### src/rtl/vbm_pkg.sv
package vbm_pkg;

  localparam int NUM_BANKS = 9;
  localparam int NUM_SLOTS = 32;
  localparam int SLOT_W    = 5;
  localparam int LSLOT_W   = 3;

  localparam int unsigned BK_B = 1;
  localparam int unsigned BK_C = 2;
  localparam int unsigned BK_D = 3;
  localparam int unsigned BK_E = 4;
  localparam int unsigned BK_F = 5;
  localparam int unsigned BK_G = 6;
  localparam int unsigned BK_H = 7;

  localparam logic [2:0] MODE_CPU = 3'd0;
  localparam logic [2:0] MODE_BG  = 3'd1;
  localparam logic [2:0] MODE_ALT = 3'd2;

  typedef logic [NUM_BANKS-1:0] bank_vec_t;

  // mode field: two bits on the large pair and the two tail banks, three elsewhere
  function automatic logic [2:0] vbm_mode(input int unsigned b, input logic [7:0] c);
    if (b <= BK_B || b >= BK_H) return {1'b0, c[1:0]};
    return c[2:0];
  endfunction

  function automatic logic [2:0] vbm_ofs(input int unsigned b, input logic [7:0] c);
    if (b <= BK_B) return {1'b0, c[4:3]};
    return c[5:3];
  endfunction

  function automatic logic vbm_cpu_bit(input int unsigned b, input logic [7:0] c);
    return c[7] && (vbm_mode(b, c) == MODE_CPU);
  endfunction

  // slots a bank fills in the background window
  function automatic logic [NUM_SLOTS-1:0] vbm_bg_slots(input int unsigned b, input logic [7:0] c);
    logic [NUM_SLOTS-1:0] r;
    logic [2:0]           o;
    int unsigned          s;
    r = '0;
    o = vbm_ofs(b, c);
    if (c[7] && vbm_mode(b, c) == MODE_BG) begin
      if (b <= BK_D) begin
        if (o < 3'd4) r = {{(NUM_SLOTS-8){1'b0}}, 8'hFF} << {o[1:0], 3'b000};
      end else if (b == BK_E) begin
        r[3:0] = 4'hF;
      end else if (b == BK_F || b == BK_G) begin
        s = int'(o[0]) + 4 * int'(o[1]);
        r[s]     = 1'b1;
        r[s + 2] = 1'b1;
      end
    end
    return r;
  endfunction

  // slot index seen from inside the bank
  function automatic logic [LSLOT_W-1:0] vbm_local_slot(input int unsigned b, input logic [SLOT_W-1:0] slot);
    if (b <= BK_D) return slot[2:0];
    if (b == BK_E) return {1'b0, slot[1:0]};
    return '0;
  endfunction

endpackage

### src/rtl/vbm_ctrl_file.sv
module vbm_ctrl_file
  import vbm_pkg::*;
(
  input  logic                           clk,
  input  logic                           rst_n,
  input  logic                           cfg_we,
  input  logic [3:0]                     cfg_bank,
  input  logic [7:0]                     cfg_byte,
  output logic [NUM_BANKS-1:0][7:0]      ctrl_q,
  output bank_vec_t                      cpu_view,
  output logic [1:0]                     cd_status,
  output logic                           upd_valid,
  output logic [3:0]                     upd_bank,
  output logic [7:0]                     upd_byte
);

  logic       bank_ok;
  logic [7:0] cur_byte;
  logic       changed;
  logic       enters_alt;

  assign bank_ok    = cfg_bank < 4'(NUM_BANKS);
  assign cur_byte   = bank_ok ? ctrl_q[cfg_bank] : 8'h00;
  assign changed    = cfg_we && bank_ok && (cfg_byte != cur_byte);
  assign enters_alt = cfg_byte[7] && (vbm_mode(int'(cfg_bank), cfg_byte) == MODE_ALT);

  assign upd_valid = changed;
  assign upd_bank  = cfg_bank;
  assign upd_byte  = cfg_byte;

  always_ff @(posedge clk or negedge rst_n) begin
    if (!rst_n) begin
      ctrl_q    <= '0;
      cpu_view  <= '0;
      cd_status <= '0;
    end else if (cfg_we && bank_ok) begin
      if (changed) begin
        ctrl_q[cfg_bank]   <= cfg_byte;
        cpu_view[cfg_bank] <= vbm_cpu_bit(int'(cfg_bank), cfg_byte);
      end
      if (cfg_bank == 4'(BK_C)) cd_status[0] <= changed && enters_alt;
      if (cfg_bank == 4'(BK_D)) cd_status[1] <= changed && enters_alt;
    end
  end

  assert_same_byte_keeps_R6: assert property (@(posedge clk) disable iff (!rst_n)
    (cfg_we && bank_ok && cfg_byte == cur_byte) |=> $stable(ctrl_q));

  assert_status_cleared_R10: assert property (@(posedge clk) disable iff (!rst_n)
    (cfg_we && cfg_bank == 4'(BK_C) && cfg_byte == cur_byte) |=> !cd_status[0]);

  assert_status_implies_mode_R10: assert property (@(posedge clk) disable iff (!rst_n)
    cd_status[1] |-> (ctrl_q[BK_D][7] && ctrl_q[BK_D][2:0] == MODE_ALT));

endmodule

### src/rtl/vbm_slot_map.sv
module vbm_slot_map
  import vbm_pkg::*;
(
  input  logic                              clk,
  input  logic                              rst_n,
  input  logic                              upd_valid,
  input  logic [3:0]                        upd_bank,
  input  logic [7:0]                        upd_byte,
  input  logic [NUM_BANKS-1:0][7:0]         ctrl_q,
  output logic [NUM_SLOTS-1:0][NUM_BANKS-1:0] slot_mask
);

  logic [NUM_SLOTS-1:0] new_place;

  assign new_place = vbm_bg_slots(int'(upd_bank), upd_byte);

  // one mask per slot; a rewrite replaces the bank's column as a whole,
  // which removes the old placement and sets the new one in one edge
  for (genvar s = 0; s < NUM_SLOTS; s++) begin : g_slot
    always_ff @(posedge clk or negedge rst_n) begin
      if (!rst_n) begin
        slot_mask[s] <= '0;
      end else if (upd_valid) begin
        for (int b = 0; b < NUM_BANKS; b++) begin
          if (upd_bank == 4'(b)) slot_mask[s][b] <= new_place[s];
        end
      end
    end
  end

  // placement implied by the stored control bytes
  logic [NUM_SLOTS-1:0][NUM_BANKS-1:0] implied;
  always_comb begin
    for (int b = 0; b < NUM_BANKS; b++) begin
      for (int s = 0; s < NUM_SLOTS; s++) begin
        implied[s][b] = vbm_bg_slots(b, ctrl_q[b])[s];
      end
    end
  end

  assert_map_tracks_ctrl_R2: assert property (@(posedge clk) disable iff (!rst_n)
    slot_mask == implied);

endmodule

### src/rtl/vbm_router.sv
module vbm_router
  import vbm_pkg::*;
#(
  parameter int DATA_W  = 32,
  parameter int WORD_AW = 4,
  localparam int ADDR_W  = SLOT_W + WORD_AW,
  localparam int BANK_AW = LSLOT_W + WORD_AW
) (
  input  logic                                 clk,
  input  logic                                 rst_n,
  input  logic [NUM_SLOTS-1:0][NUM_BANKS-1:0]  slot_mask,
  input  logic                                 acc_req,
  input  logic                                 acc_we,
  input  logic [ADDR_W-1:0]                    acc_addr,
  input  logic [DATA_W-1:0]                    acc_wdata,
  output logic [DATA_W-1:0]                    acc_rdata,
  output bank_vec_t                            bank_en,
  output bank_vec_t                            bank_we,
  output logic [NUM_BANKS-1:0][BANK_AW-1:0]    bank_addr,
  output logic [DATA_W-1:0]                    bank_wdata,
  input  logic [NUM_BANKS-1:0][DATA_W-1:0]     bank_rdata
);

  logic [SLOT_W-1:0]  slot;
  logic [WORD_AW-1:0] word;
  bank_vec_t          hit;
  bank_vec_t          hit_q;

  assign slot = acc_addr[ADDR_W-1 -: SLOT_W];
  assign word = acc_addr[WORD_AW-1:0];
  assign hit  = acc_req ? slot_mask[slot] : '0;

  assign bank_en    = hit;
  assign bank_we    = acc_we ? hit : '0;
  assign bank_wdata = acc_wdata;

  for (genvar b = 0; b < NUM_BANKS; b++) begin : g_addr
    assign bank_addr[b] = {vbm_local_slot(b, slot), word};
  end

  always_ff @(posedge clk or negedge rst_n) begin
    if (!rst_n) hit_q <= '0;
    else        hit_q <= (acc_req && !acc_we) ? hit : '0;
  end

  always_comb begin
    acc_rdata = '0;
    for (int b = 0; b < NUM_BANKS; b++) begin
      if (hit_q[b]) acc_rdata = acc_rdata | bank_rdata[b];
    end
  end

  assert_empty_reads_zero_R9: assert property (@(posedge clk) disable iff (!rst_n)
    (acc_req && !acc_we && bank_en == '0) |=> acc_rdata == '0);

  assert_write_fanout_R8: assert property (@(posedge clk) disable iff (!rst_n)
    (acc_req && acc_we) |-> (bank_we == bank_en));

endmodule

### src/rtl/vram_bank_mapper.sv
module vram_bank_mapper
  import vbm_pkg::*;
#(
  parameter int DATA_W  = 32,
  parameter int WORD_AW = 4,
  localparam int ADDR_W  = SLOT_W + WORD_AW,
  localparam int BANK_AW = LSLOT_W + WORD_AW
) (
  input  logic                          clk,
  input  logic                          rst_n,
  input  logic                          cfg_we,
  input  logic [3:0]                    cfg_bank,
  input  logic [7:0]                    cfg_byte,
  input  logic                          acc_req,
  input  logic                          acc_we,
  input  logic [ADDR_W-1:0]             acc_addr,
  input  logic [DATA_W-1:0]             acc_wdata,
  output logic [DATA_W-1:0]             acc_rdata,
  output logic [NUM_BANKS-1:0]          bank_en,
  output logic [NUM_BANKS-1:0]          bank_we,
  output logic [NUM_BANKS*BANK_AW-1:0]  bank_addr,
  output logic [DATA_W-1:0]             bank_wdata,
  input  logic [NUM_BANKS*DATA_W-1:0]   bank_rdata,
  output logic [NUM_BANKS-1:0]          cpu_view,
  output logic [1:0]                    cd_status
);

  logic [NUM_BANKS-1:0][7:0]           ctrl_q;
  logic                                upd_valid;
  logic [3:0]                          upd_bank;
  logic [7:0]                          upd_byte;
  logic [NUM_SLOTS-1:0][NUM_BANKS-1:0] slot_mask;
  logic [NUM_BANKS-1:0][BANK_AW-1:0]   addr_vec;
  logic [NUM_BANKS-1:0][DATA_W-1:0]    rdata_vec;

  assign bank_addr = addr_vec;
  assign rdata_vec = bank_rdata;

  vbm_ctrl_file u_ctrl (
    .clk       (clk),
    .rst_n     (rst_n),
    .cfg_we    (cfg_we),
    .cfg_bank  (cfg_bank),
    .cfg_byte  (cfg_byte),
    .ctrl_q    (ctrl_q),
    .cpu_view  (cpu_view),
    .cd_status (cd_status),
    .upd_valid (upd_valid),
    .upd_bank  (upd_bank),
    .upd_byte  (upd_byte)
  );

  vbm_slot_map u_map (
    .clk       (clk),
    .rst_n     (rst_n),
    .upd_valid (upd_valid),
    .upd_bank  (upd_bank),
    .upd_byte  (upd_byte),
    .ctrl_q    (ctrl_q),
    .slot_mask (slot_mask)
  );

  vbm_router #(.DATA_W(DATA_W), .WORD_AW(WORD_AW)) u_route (
    .clk        (clk),
    .rst_n      (rst_n),
    .slot_mask  (slot_mask),
    .acc_req    (acc_req),
    .acc_we     (acc_we),
    .acc_addr   (acc_addr),
    .acc_wdata  (acc_wdata),
    .acc_rdata  (acc_rdata),
    .bank_en    (bank_en),
    .bank_we    (bank_we),
    .bank_addr  (addr_vec),
    .bank_wdata (bank_wdata),
    .bank_rdata (rdata_vec)
  );

  // which banks own at least one slot
  bank_vec_t slot_owner;
  always_comb begin
    slot_owner = '0;
    for (int s = 0; s < NUM_SLOTS; s++) slot_owner = slot_owner | slot_mask[s];
  end

  assert_cpu_view_excl_R5: assert property (@(posedge clk) disable iff (!rst_n)
    (cpu_view & slot_owner) == '0);

  assert_reset_clear_R11: assert property (@(posedge clk) disable iff (!rst_n)
    $rose(rst_n) |-> (cpu_view == '0 && cd_status == 2'b00 && slot_owner == '0));

endmodule

### config.mk
export PLATFORM = sky130hd
export DESIGN_NAME = vram_bank_mapper
export DESIGN_NICKNAME = d
export VERILOG_FILES = /design/src/rtl/vbm_pkg.sv /design/src/rtl/vbm_ctrl_file.sv /design/src/rtl/vbm_slot_map.sv /design/src/rtl/vbm_router.sv /design/src/rtl/vram_bank_mapper.sv
export SDC_FILE = /design/constraint.sdc
export NUM_CORES = 1
export LEC_CHECK = 0
export CAP_MARGIN = 30
export CORE_AREA = 2 2 198 200
export DETAILED_ROUTE_END_ITERATION = 10
export DIE_AREA = 0 0 200 202
export DONT_BUFFER_PORTS = 1
export MAX_ROUTING_LAYER = met4
export PLACE_DENSITY = 0.46
export SETUP_SLACK_MARGIN = 0.15
export SLEW_MARGIN = 20
export SYNTH_ARGS = -nofsm -noshare
export SYNTH_HDL_FRONTEND = slang
export SYNTH_HIERARCHICAL = 1
export SYNTH_SLANG_ARGS = --single-unit
### constraint.sdc
create_clock -name clk -period 4 [get_ports clk]
set_input_delay 0.6 -clock clk [delete_from_list [all_inputs] [get_ports clk]]
set_output_delay 0.6 -clock clk [all_outputs]
set_load 0.1 [all_outputs]
==> flow_summary.json <==
{
  "r2r_setup_slack_ns": 0.74,
  "gp_congestion": 0.9823,
  "wire_per_inst_um": 36.54,
  "cp.buffers_inverters": 1,
  "postSynthAreaPerCell_um2": 9.693,
  "numCtsBuffers": 17,
  "timing.fmax_ghz": 0.2970,
  "hold_ws_ns": -0.1405,
  "crit_chain": "and2_2 > a22oi_1 > a21oi_1 > nor4_2 > and3_1 > buf_4",
  "total_power_mw": 5.083,
  "dpl_cell_area_um2": 11710,
  "fp-row-count": 72,
  "portBuffers": 0,
  "grt_pass1_wl_um": 78840,
  "p_per_area_nw_per_um2": 411.5,
  "htreeDepth": 4,
  "max_slew.worst_pin.slew_ns": 0.9594,
  "nNetsFinal": 1408,
  "clk_latency_ns": 0.44,
  "synth_warnings": 6,
  "crit_fanout": 36,
  "timing.rr.start": "u_ctrl/ctrl_q[23]",
  "area_delta_synth_final_pct": -8.769,
  "cpPeakStageDelay_ns": 0.68,
  "r2r-end": "u_map/slot_mask[3]",
  "setup_viol": 0,
  "finalNonFillerCells": 1622,
  "place_inst": 1561,
  "finalSetupTns_ns": 0,
  "antenna_found_initial": 38,
  "clock_skew_ns": 0.01217,
  "coreArea_um2": 38290,
  "dr.first_iter.drc_count": 906,
  "reg2reg_depth": 9,
  "io_pins": 502,
  "endpoint_kind": "primary output",
  "floorplan.initialDensity_pct": 35.37,
  "slowest_stage": "nor4_2",
  "final_area_um2": 12350,
  "synth_cells": 1397,
  "status": "finished, violations left",
  "failed_checks": "hold timing",
  "max_cap_viol_count": 0,
  "clock-root-buffer": "clkbuf_16",
  "numClockSinks": 155,
  "startpoint_type": "input port",
  "clock_path_buffers": 2,
  "drcViolationCount": 0,
  "grt_pass1_vias": 9208,
  "drv_slew": 0,
  "wl_um": 59270,
  "p_leak_nw": 5.251,
  "fillers": 3943,
  "vias": 9555,
  "grt_max_degree": 156,
  "seqCellArea_um2": 3879,
  "cts_setup_buffers": 0,
  "grt_util_all_layers_pct": 29.59,
  "finalHoldViolCount": 155,
  "path_clk_slew_ns": 0.07,
  "cts_tree": "done",
  "die_width_um": 200,
  "hold_path_class": "in -> async",
  "grt-ovfl-total": 0,
  "syn_area_um2": 13540,
  "drive_above_1_share_pct": 13.49,
  "dieArea_um2": 40400,
  "rsz0062_at_grt": "false",
  "first_pass_iters": 9,
  "min_period_ns": 3.367,
  "dp_hpwl_um": 46340,
  "via_per_inst": 5.891,
  "worstPathRequired_ns": 3.40,
  "ant_nets": 0,
  "arrival_ns": 2.77,
  "critPathTopFamily": "simple AND/OR/NAND/NOR gates",
  "relSlewSlack_pct": 36.04,
  "crit_type": "in -> out",
  "multi_input_area_um2": 6630,
  "ctsResizeCount": 0,
  "die_y_um": 202,
  "vdd_drop_max_mv": 0.3437,
  "period_share_pct": 84.19
}
-- metal layers --
metal  vias to the layer above  track usage [%]  part of all wire [%]
met3                        58            24.91                    20
met1                      4692            33.38                    38
met4                         0            4.974                   1.1
li1                       4259                -                     -
met2                       546            40.13                    41
met5                         -                -                     0
-- how the worst max path moves through the flow --
stage	cells past startpoint	endpoint	from
finish	6	bank_we[1]	acc_addr[6]
global route	6	bank_we[1]	acc_addr[6]
CTS	6	bank_we[1]	acc_addr[6]
detailed placement	10	u_map/slot_mask[3]	cfg_bank[1]
global placement	10	u_map/slot_mask[48]	cfg_bank[1]
floorplan	15	u_map/slot_mask[75]	cfg_bank[0]
-- cells in the final DEF, fill, tap and decap left out, types with 12 or more instances in the layout --
| cell type | n |
|---|---|
| mux2i_1 | 169 |
| dfrtp_1 | 155 |
| a22oi_1 | 105 |
| buf_4 | 72 |
| mux2_1 | 71 |
| o21ai_0 | 42 |
| a21oi_1 | 42 |
| nand3_1 | 39 |
| a222oi_1 | 32 |
| a22o_1 | 32 |
| a221oi_1 | 32 |
| and2_1 | 30 |
| diode_2 | 29 |
| o31ai_1 | 28 |
| nor2b_1 | 22 |
| clkbuf_16 | 17 |
| nor2_1 | 17 |
| nand2b_1 | 14 |
| conb_1 | 13 |
| and3_1 | 12 |
-- power by group --
group / switching (mW) / internal [mW]
Clock: 0.772 / 0.838
Sequential: 0.199 / 1.76
Combinational: 1.05 / 0.466
-- state kept, by name, indices dropped and copies added (netlist names) --
| register | flops |
|---|---|
| u_ctrl/cd_status | 2 |
| u_ctrl/ctrl_q | 72 |
| u_route/hit_q | 9 |
| u_ctrl/cpu_view | 9 |
| u_map/slot_mask | 63 |
-- metrics by stage --
stage / hold WS (ns) / util [%] / worst slack, ns
after detailed placement: 0.3125 / 30.57 / 0.4133
after CTS: -0.1661 / 32.08 / 0.5861
after global placement: 0.3118 / 30.57 / 0.4086
after floorplan: 0.3044 / - / 0.4402
after global routing: -0.1725 / 32.25 / 0.5169
final: -0.1405 / 32.26 / 0.6325
-- area by class of cell --
class	count	area share [%]
clock buffer	18	3.555
clock inverter	14	1.104
multi-input combinational	814	53.67
inverter	2	0.06077
antenna	29	0.5875
tap	518	5.247
timing repair buffer	72	4.376
sequential	155	31.40
No activity file was read; power rests on OpenSTA's default activity.
